$ cat src/rtl/chase_pkg.sv
// Shared types for the dependent-read latency probe.
package chase_pkg;
    typedef enum logic [1:0] {
        ST_IDLE  = 2'd0,
        ST_ISSUE = 2'd1,
        ST_WAIT  = 2'd2,
        ST_DONE  = 2'd3
    } probe_state_e;
endpackage

$ cat src/rtl/chase_ctrl.sv
// Sequencer for the pointer chain. It tracks the remaining hops and steps
// through idle, issue, wait and done. Assumes start_i is ignored except in
// the idle and done states.
module chase_ctrl
    import chase_pkg::*;
#(
    parameter int HOP_W = 32
) (
    input  logic             clk,
    input  logic             rst_n,
    input  logic             start_i,
    input  logic [HOP_W-1:0] hop_count_i,
    input  logic             req_ready_i,
    input  logic             rsp_valid_i,
    output probe_state_e     state_o,
    output logic             load_o,
    output logic             take_o
);
    probe_state_e     state_q, state_d;
    logic [HOP_W-1:0] remain_q;
    logic             accept;

    // Decode the handshake events for the current state.
    always_comb begin
        load_o = ((state_q == ST_IDLE) || (state_q == ST_DONE)) && start_i;
        accept = (state_q == ST_ISSUE) && req_ready_i;
        take_o = (state_q == ST_WAIT) && rsp_valid_i;
    end

    // Next-state selection.
    always_comb begin
        state_d = state_q;
        if (load_o) begin
            state_d = (hop_count_i == '0) ? ST_DONE : ST_ISSUE;
        end else if (accept) begin
            state_d = ST_WAIT;
        end else if (take_o) begin
            state_d = (remain_q == HOP_W'(1)) ? ST_DONE : ST_ISSUE;
        end
    end

    // State register and remaining-hop counter.
    always_ff @(posedge clk) begin
        if (!rst_n) begin
            state_q  <= ST_IDLE;
            remain_q <= '0;
        end else begin
            state_q <= state_d;
            if (load_o) begin
                remain_q <= hop_count_i;
            end else if (take_o) begin
                remain_q <= remain_q - HOP_W'(1);
            end
        end
    end

    assign state_o = state_q;
endmodule

$ cat src/rtl/chase_addr.sv
// Address register for the chain. It loads the start address and then
// takes each next address from the returned data, truncating the data or
// zero-extending it to ADDR_W.
module chase_addr #(
    parameter int ADDR_W = 32,
    parameter int DATA_W = 64
) (
    input  logic              clk,
    input  logic              rst_n,
    input  logic              load_i,
    input  logic              take_i,
    input  logic [ADDR_W-1:0] start_addr_i,
    input  logic [DATA_W-1:0] rsp_data_i,
    output logic [ADDR_W-1:0] addr_o
);
    logic [ADDR_W-1:0] link_addr;
    logic [ADDR_W-1:0] addr_q;

    generate
        if (DATA_W >= ADDR_W) begin : g_trunc
            // Keep only the low address bits of the data.
            assign link_addr = rsp_data_i[ADDR_W-1:0];
        end else begin : g_extend
            // Data narrower than an address: pad with zeros.
            assign link_addr = {{(ADDR_W-DATA_W){1'b0}}, rsp_data_i};
        end
    endgenerate

    // Hold the address of the outstanding or next read.
    always_ff @(posedge clk) begin
        if (!rst_n) begin
            addr_q <= '0;
        end else if (load_i) begin
            addr_q <= start_addr_i;
        end else if (take_i) begin
            addr_q <= link_addr;
        end
    end

    assign addr_o = addr_q;
endmodule

$ cat src/rtl/chase_tally.sv
// Hop and cycle counters. The cycle counter runs from the edge after the
// first acceptance through the final response edge. Assumes the sequencer
// cannot revisit issue once the run is over.
module chase_tally
    import chase_pkg::*;
#(
    parameter int HOP_W = 32,
    parameter int CNT_W = 32
) (
    input  logic             clk,
    input  logic             rst_n,
    input  probe_state_e     state_i,
    input  logic             load_i,
    input  logic             take_i,
    output logic [HOP_W-1:0] hops_o,
    output logic [CNT_W-1:0] cycles_o
);
    logic [HOP_W-1:0] hops_q;
    logic [CNT_W-1:0] cycles_q;
    logic             timing;

    // The clock is running while a read is in flight, or while a later read waits to be issued.
    always_comb begin
        timing = (state_i == ST_WAIT) || ((state_i == ST_ISSUE) && (hops_q != '0));
    end

    // Count completed hops and elapsed cycles.
    always_ff @(posedge clk) begin
        if (!rst_n) begin
            hops_q   <= '0;
            cycles_q <= '0;
        end else if (load_i) begin
            hops_q   <= '0;
            cycles_q <= '0;
        end else begin
            if (take_i) begin
                hops_q <= hops_q + HOP_W'(1);
            end
            if (timing) begin
                cycles_q <= cycles_q + CNT_W'(1);
            end
        end
    end

    assign hops_o   = hops_q;
    assign cycles_o = cycles_q;
endmodule

$ cat src/rtl/chase_probe.sv
// Top of the dependent-read latency probe. It sends a chain of reads, each
// addressed by the data returned from the one before, and keeps one read in
// flight at a time. Assumes the memory never returns a response that was
// not requested.
module chase_probe
    import chase_pkg::*;
#(
    parameter int ADDR_W = 32,
    parameter int DATA_W = 64,
    parameter int HOP_W  = 32,
    parameter int CNT_W  = 32
) (
    input  logic              clk,
    input  logic              rst_n,
    input  logic              start_i,
    input  logic [ADDR_W-1:0] start_addr_i,
    input  logic [HOP_W-1:0]  hop_count_i,
    output logic              req_valid_o,
    input  logic              req_ready_i,
    output logic [ADDR_W-1:0] req_addr_o,
    input  logic              rsp_valid_i,
    output logic              rsp_ready_o,
    input  logic [DATA_W-1:0] rsp_data_i,
    output logic [HOP_W-1:0]  hops_o,
    output logic [CNT_W-1:0]  cycles_o,
    output logic              done_o
);
    probe_state_e state;
    logic         load;
    logic         take;

    chase_ctrl #(.HOP_W(HOP_W)) u_ctrl (
        .clk         (clk),
        .rst_n       (rst_n),
        .start_i     (start_i),
        .hop_count_i (hop_count_i),
        .req_ready_i (req_ready_i),
        .rsp_valid_i (rsp_valid_i),
        .state_o     (state),
        .load_o      (load),
        .take_o      (take)
    );

    chase_addr #(.ADDR_W(ADDR_W), .DATA_W(DATA_W)) u_addr (
        .clk          (clk),
        .rst_n        (rst_n),
        .load_i       (load),
        .take_i       (take),
        .start_addr_i (start_addr_i),
        .rsp_data_i   (rsp_data_i),
        .addr_o       (req_addr_o)
    );

    chase_tally #(.HOP_W(HOP_W), .CNT_W(CNT_W)) u_tally (
        .clk      (clk),
        .rst_n    (rst_n),
        .state_i  (state),
        .load_i   (load),
        .take_i   (take),
        .hops_o   (hops_o),
        .cycles_o (cycles_o)
    );

    // Decode the port flags from the sequencer state.
    always_comb begin
        req_valid_o = (state == ST_ISSUE);
        rsp_ready_o = (state == ST_WAIT);
        done_o      = (state == ST_DONE);
    end
endmodule

$ cat config.mk
export PLATFORM = sky130hd
export DESIGN_NAME = chase_probe
export DESIGN_NICKNAME = d
export VERILOG_FILES = /design/src/rtl/chase_pkg.sv /design/src/rtl/chase_ctrl.sv /design/src/rtl/chase_addr.sv /design/src/rtl/chase_tally.sv /design/src/rtl/chase_probe.sv
export SDC_FILE = /design/constraint.sdc
export NUM_CORES = 1
export LEC_CHECK = 0
export ABC_AREA = 1
export BUFFER_PORTS_ARGS = -buffer_cell sky130_fd_sc_hd__clkbuf_2
export CAP_MARGIN = 5
export CORE_MARGIN = 1
export CORE_UTILIZATION = 40
export CTS_BUF_LIST = sky130_fd_sc_hd__clkbuf_4
export CTS_CLUSTER_SIZE = 24
export DETAILED_ROUTE_END_ITERATION = 6
export PLACE_DENSITY_LB_ADDON = 0.2
export SYNTH_ARGS = -nofsm -noshare
export SYNTH_HDL_FRONTEND = slang
export SYNTH_HIERARCHICAL = 1
export SYNTH_SLANG_ARGS = --single-unit
$ cat constraint.sdc
create_clock -name clk -period 6.1 [get_ports clk]
set_input_delay 1.525 -clock clk [delete_from_list [all_inputs] [get_ports clk]]
set_output_delay 1.525 -clock clk [all_outputs]
set_load 0.1 [all_outputs]
==> results.py <==
metrics = {
    "floorplanning": {
        "core_area_um2": 20300,
        "fp.dieArea_um2": 21300,
        "core.rowCount": 52,
        "floorplan.initialDensity_pct": 40.8,
        "die_x_um": 146,
        "fp.dieH_um": 146,
        "number_of_ports_placed_on_the_die_boundary": 232,
    },
    "setup_path": {
        "critPathLaunch": "rsp_valid_i",
        "crit_path_max_fanout": 37,
        "worst-r2r-cell-count": 10,
        "rrSetupSlack_ns": 3.14,
        "r2r-end": "u_ctrl/remain_q[6]$_SDFFE_PN0P_",
        "path_cells": "clkbuf_2, nand2_1, inv_2, buf_4, nand2_1, inv_2, nand3_1, o221ai_1, nand2_1, inv_1",
        "timing.critical_path.slowest_stage_cell": "sky130_fd_sc_hd__buf_4",
        "worstSetupEndpointType": "flip-flop",
        "required_ns": 6.56,
        "crit_path_start_kind": "input port",
        "crit_type": "input port to flip-flop",
        "critical_path.most_common_cell": "sky130_fd_sc_hd__nand2_1",
        "timing.rr.start": "u_ctrl/state_o[1]$_SDFFE_PN0P_",
        "timing.critical_path.arrival_ns": 3.75,
        "cpPeakStageDelay_ns": 0.47,
        "cp-endpoint": "u_ctrl/remain_q[6]$_SDFFE_PN0P_",
    },
    "timing": {
        "finalWorstSetupSlack_ns": 2.82,
        "timing.clock.skew_ns": 0.0231,
        "maxClockFrequency_ghz": 0.305,
        "maxSlewViolCount": 0,
        "finalSetupViolations": 0,
        "totalNegativeSetupSlack_ns": 0,
        "grt_setup_unrepaired": "no",
        "finalWorstPathRequiredPeriod_ns": 3.28,
        "max_slew_margin_pct": 22.3,
        "worst-slew-pin-transition_ns": 1.16,
        "finalHoldViolCount": 0,
        "post-route-period-util_pct": 53.8,
    },
    "logic_synthesis": {
        "synth_warnings": 6,
        "yosysUniqueCellTypes": 43,
        "synth.cell_area_um2": 8290,
        "synth_area_per_cell_um2": 6.16,
        "syn_nets": 1486,
        "synth_sequential_area_ratio_pct": 31.4,
        "postSynthCellCount": 1346,
        "ys_ff_latch": 130,
    },
    "clock_tree": {
        "cts_inserted_buffers": 17,
        "cts_max_level": 4,
        "ctsLongestPathBuffers": 2,
        "worst_skew_pair.late_latency_ns": 0.52,
        "postCtsHoldBufs": 0,
        "post-cts-setup-buffers": 0,
        "postCtsResizedCells": 0,
        "cts_sinks": 130,
        "clock_tree_from_tritoncts": "yes",
        "clock_root_buffer_master": "sky130_fd_sc_hd__clkbuf_4",
        "clkSlewWorstSetupHoldPaths_ns": 0.11,
    },
    "power": {
        "totalPowerFinal_uw": 3070,
        "cellLeakagePower_uw": 0.00480,
        "vdd.ir_drop.worst_uv": 154,
        "power_per_cell_area_nw_per_um2": 319,
    },
    "routing": {
        "final_antenna_net_count": 0,
        "num_vias": 8788,
        "detail_route.first_pass.iterations": 7,
        "first_iter_violations": 513,
        "wirelength_mm": 23.1,
        "post_drt_wl_per_cell_um": 12.8,
        "vias_per_cell": 4.87,
        "detail_route.drc_violations": 0,
    },
    "global_routing": {
        "gr-usage-all-layers_pct": 21.9,
        "first_global_vias": 7913,
        "grt_overflow": 0,
        "antenna_violations_before_repair": 1,
        "grt_first_pass_wirelength_mm": 38.2,
        "grt_max_degree": 65,
    },
    "placed_design": {
        "placement.setup.worst_slack_ns": 2.25,
        "place.gp.congestion": 0.889,
        "placement.io_buffers": 199,
        "placed_cell_area_um2": 9400,
        "dp_hpwl_mm": 16.4,
    },
    "layout": {
        "postLayoutCoreUtil_pct": 47.5,
        "growth_of_design_area_from_synthesis_to_finish_pct": 16.3,
        "finish.instance_area_um2": 9640,
        "layout.nets": 1665,
        "layout-drive-gt1-share_pct": 19.6,
        "filler_cell_count": 2220,
    },
    "outcome": {
        "run_status": "finished clean",
    },
    "worst_hold_path": {
        "min_path_type": "flip-flop to flip-flop",
    },
    "flow_run": {
        "timing.max_cap.violations": 0,
    },
}
## area by class of cell
cell class / count / area [um^2] / area share [%]
Multi-Input combinational cell: 999 / 4770 / 49.5
Sequential cell: 130 / 2600 / 27.0
Timing Repair Buffer: 205 / 1040 / 10.8
Inverter: 172 / 646 / 6.70
Tap cell: 270 / 338 / 3.50
Clock buffer: 20 / 150 / 1.56
Clock inverter: 8 / 91.3 / 0.948
Antenna cell: 1 / 2.50 / 0.0260
## through the flow
stage / hold WS (ns) / instances
detailed placement: 0.463 / 1776
floorplan: 0.445 / 1346
global route: 0.506 / 1805
global placement: 0.455 / 1776
finish: 0.475 / 1805
CTS: 0.479 / 1804
## worst max-delay path: cells and delay by family
kind | cells | cell delay, ns
compound gates | 1 | 0.21
buf+inv | 5 | 1.35
simple gates | 4 | 0.65
## sequential cells by signal, indices dropped and copies added, names as in the netlist
name              count
u_addr/addr_o        32
u_ctrl/remain_q      32
u_ctrl/state_o        2
u_tally/cycles_o     32
u_tally/hops_o       32
## synthesized netlist by cell type
cell type | instances | area share (%)
sky130_fd_sc_hd__and3_1 | 3 | 0.23
sky130_fd_sc_hd__nor4_1 | 4 | 0.30
sky130_fd_sc_hd__buf_8 | 1 | 0.18
sky130_fd_sc_hd__inv_1 | 167 | 7.6
sky130_fd_sc_hd__nand3_1 | 155 | 9.4
sky130_fd_sc_hd__nand3_4 | 1 | 0.21
sky130_fd_sc_hd__nand2_4 | 5 | 0.68
sky130_fd_sc_hd__xnor2_1 | 1 | 0.11
sky130_fd_sc_hd__o21bai_2 | 1 | 0.14
sky130_fd_sc_hd__o21ai_1 | 7 | 0.42
sky130_fd_sc_hd__o211ai_1 | 3 | 0.27
sky130_fd_sc_hd__a2bb2oi_1 | 2 | 0.21
sky130_fd_sc_hd__o21ba_2 | 1 | 0.12
sky130_fd_sc_hd__nor3_1 | 13 | 0.78
sky130_fd_sc_hd__buf_6 | 9 | 1.2
sky130_fd_sc_hd__a31oi_1 | 8 | 0.60
sky130_fd_sc_hd__dfxtp_1 | 130 | 31
sky130_fd_sc_hd__o22ai_1 | 9 | 0.68
sky130_fd_sc_hd__nand4_1 | 13 | 0.98
sky130_fd_sc_hd__clkbuf_1 | 14 | 0.63
sky130_fd_sc_hd__nand3_2 | 3 | 0.36
sky130_fd_sc_hd__buf_2 | 9 | 0.54
sky130_fd_sc_hd__and2_1 | 1 | 0.075
sky130_fd_sc_hd__nor2_2 | 11 | 0.83
sky130_fd_sc_hd__xor2_1 | 27 | 2.9
sky130_fd_sc_hd__buf_4 | 7 | 0.63
sky130_fd_sc_hd__nor2_1 | 204 | 9.2
sky130_fd_sc_hd__nand2_1 | 387 | 18
sky130_fd_sc_hd__a21oi_2 | 7 | 0.74
sky130_fd_sc_hd__nor3b_2 | 1 | 0.15
sky130_fd_sc_hd__nor2_8 | 3 | 0.72
sky130_fd_sc_hd__o221ai_1 | 1 | 0.11
sky130_fd_sc_hd__nor2_4 | 11 | 1.5
sky130_fd_sc_hd__o21bai_1 | 1 | 0.091
sky130_fd_sc_hd__o21a_1 | 3 | 0.27
sky130_fd_sc_hd__a21oi_1 | 65 | 3.9
sky130_fd_sc_hd__nand2_2 | 15 | 1.1
sky130_fd_sc_hd__buf_1 | 5 | 0.23
sky130_fd_sc_hd__inv_2 | 5 | 0.23
sky130_fd_sc_hd__o21ai_4 | 1 | 0.20
sky130_fd_sc_hd__o21ai_0 | 24 | 1.4
sky130_fd_sc_hd__nand3b_1 | 1 | 0.091
sky130_fd_sc_hd__ha_1 | 7 | 1.1
## layout by cell type (no fill, tap or decap), types with 2 or more instances in the layout
master	synthesis	layout
sky130_fd_sc_hd__nor2_4	11	12
sky130_fd_sc_hd__inv_2	5	6
sky130_fd_sc_hd__dfxtp_1	130	130
sky130_fd_sc_hd__nand3_1	155	155
sky130_fd_sc_hd__a2bb2oi_1	2	2
sky130_fd_sc_hd__ha_1	7	7
sky130_fd_sc_hd__nand3_2	3	3
sky130_fd_sc_hd__nand4_1	13	13
sky130_fd_sc_hd__o21a_1	3	3
sky130_fd_sc_hd__o21ai_0	24	24
sky130_fd_sc_hd__nor2_1	204	203
sky130_fd_sc_hd__buf_4	7	6
sky130_fd_sc_hd__bufinv_16	0	2
sky130_fd_sc_hd__clkinv_2	0	4
sky130_fd_sc_hd__nor2_8	3	3
sky130_fd_sc_hd__xor2_1	27	27
sky130_fd_sc_hd__nor2_2	11	11
sky130_fd_sc_hd__o22ai_1	9	9
sky130_fd_sc_hd__nor3_1	13	13
sky130_fd_sc_hd__a21oi_2	7	7
sky130_fd_sc_hd__and3_1	3	3
sky130_fd_sc_hd__nor4_1	4	4
sky130_fd_sc_hd__inv_1	167	166
sky130_fd_sc_hd__clkbuf_4	0	20
sky130_fd_sc_hd__a31oi_1	8	8
sky130_fd_sc_hd__nand2_4	5	5
sky130_fd_sc_hd__clkbuf_2	0	199
sky130_fd_sc_hd__o21ai_1	7	7
sky130_fd_sc_hd__nand2_1	387	386
sky130_fd_sc_hd__a21oi_1	65	65
sky130_fd_sc_hd__o211ai_1	3	3
sky130_fd_sc_hd__nand2_2	15	16
## metal layers
| layer | part of all wire [%] | vias to the layer above | GRT usage, % | wire length [um] |
|---|---|---|---|---|
| met3 | 4.5 | 19 | 4.01 | 1050 |
| li1 | - | 4603 | - | - |
| met5 | 0 | - | 0 | 0 |
| met2 | 46 | 228 | 36.6 | 10600 |
| met4 | 1.2 | 0 | 5.47 | 282 |
| met1 | 48 | 3938 | 29.0 | 11200 |
## cell families (layout without fill, tap and decap cells)
group / Yosys count / after routing / share of synthesized area [%]
DFF: 130 / 130 / 31.4
buffers and inverters: 217 / 405 / 11.2
xor gates and xnor gates: 28 / 28 / 2.96
and+or+nand+nor: 831 / 831 / 44.2
other: 0 / 1 / 0
adders and majority gates: 7 / 7 / 1.06
AOI/OAI and AO/OA: 133 / 133 / 9.22
## report_power, final
part / total (uW) / leakage [uW] / switching, uW / internal (uW)
Clock: 563 / 0.000138 / 319 / 244
Combinational: 1460 / 0.00360 / 1100 / 359
Sequential: 1050 / 0.00106 / 105 / 947
## worst min path at each step
stage / from / to / slack [ns] / depth (start not counted)
finish: u_ctrl/remain_q[1]$_SDFFE_PN0P_ / u_ctrl/remain_q[1]$_SDFFE_PN0P_ / 0.48 / 2
global route: u_ctrl/remain_q[1]$_SDFFE_PN0P_ / u_ctrl/remain_q[1]$_SDFFE_PN0P_ / 0.51 / 2
CTS: u_ctrl/remain_q[1]$_SDFFE_PN0P_ / u_ctrl/remain_q[1]$_SDFFE_PN0P_ / 0.48 / 2
detailed placement: u_ctrl/remain_q[1]$_SDFFE_PN0P_ / u_ctrl/remain_q[1]$_SDFFE_PN0P_ / 0.46 / 2
global placement: u_ctrl/remain_q[1]$_SDFFE_PN0P_ / u_ctrl/remain_q[1]$_SDFFE_PN0P_ / 0.46 / 2
floorplan: u_ctrl/remain_q[1]$_SDFFE_PN0P_ / u_ctrl/remain_q[1]$_SDFFE_PN0P_ / 0.45 / 2
Note: power is estimated with default switching activity, not from simulation.
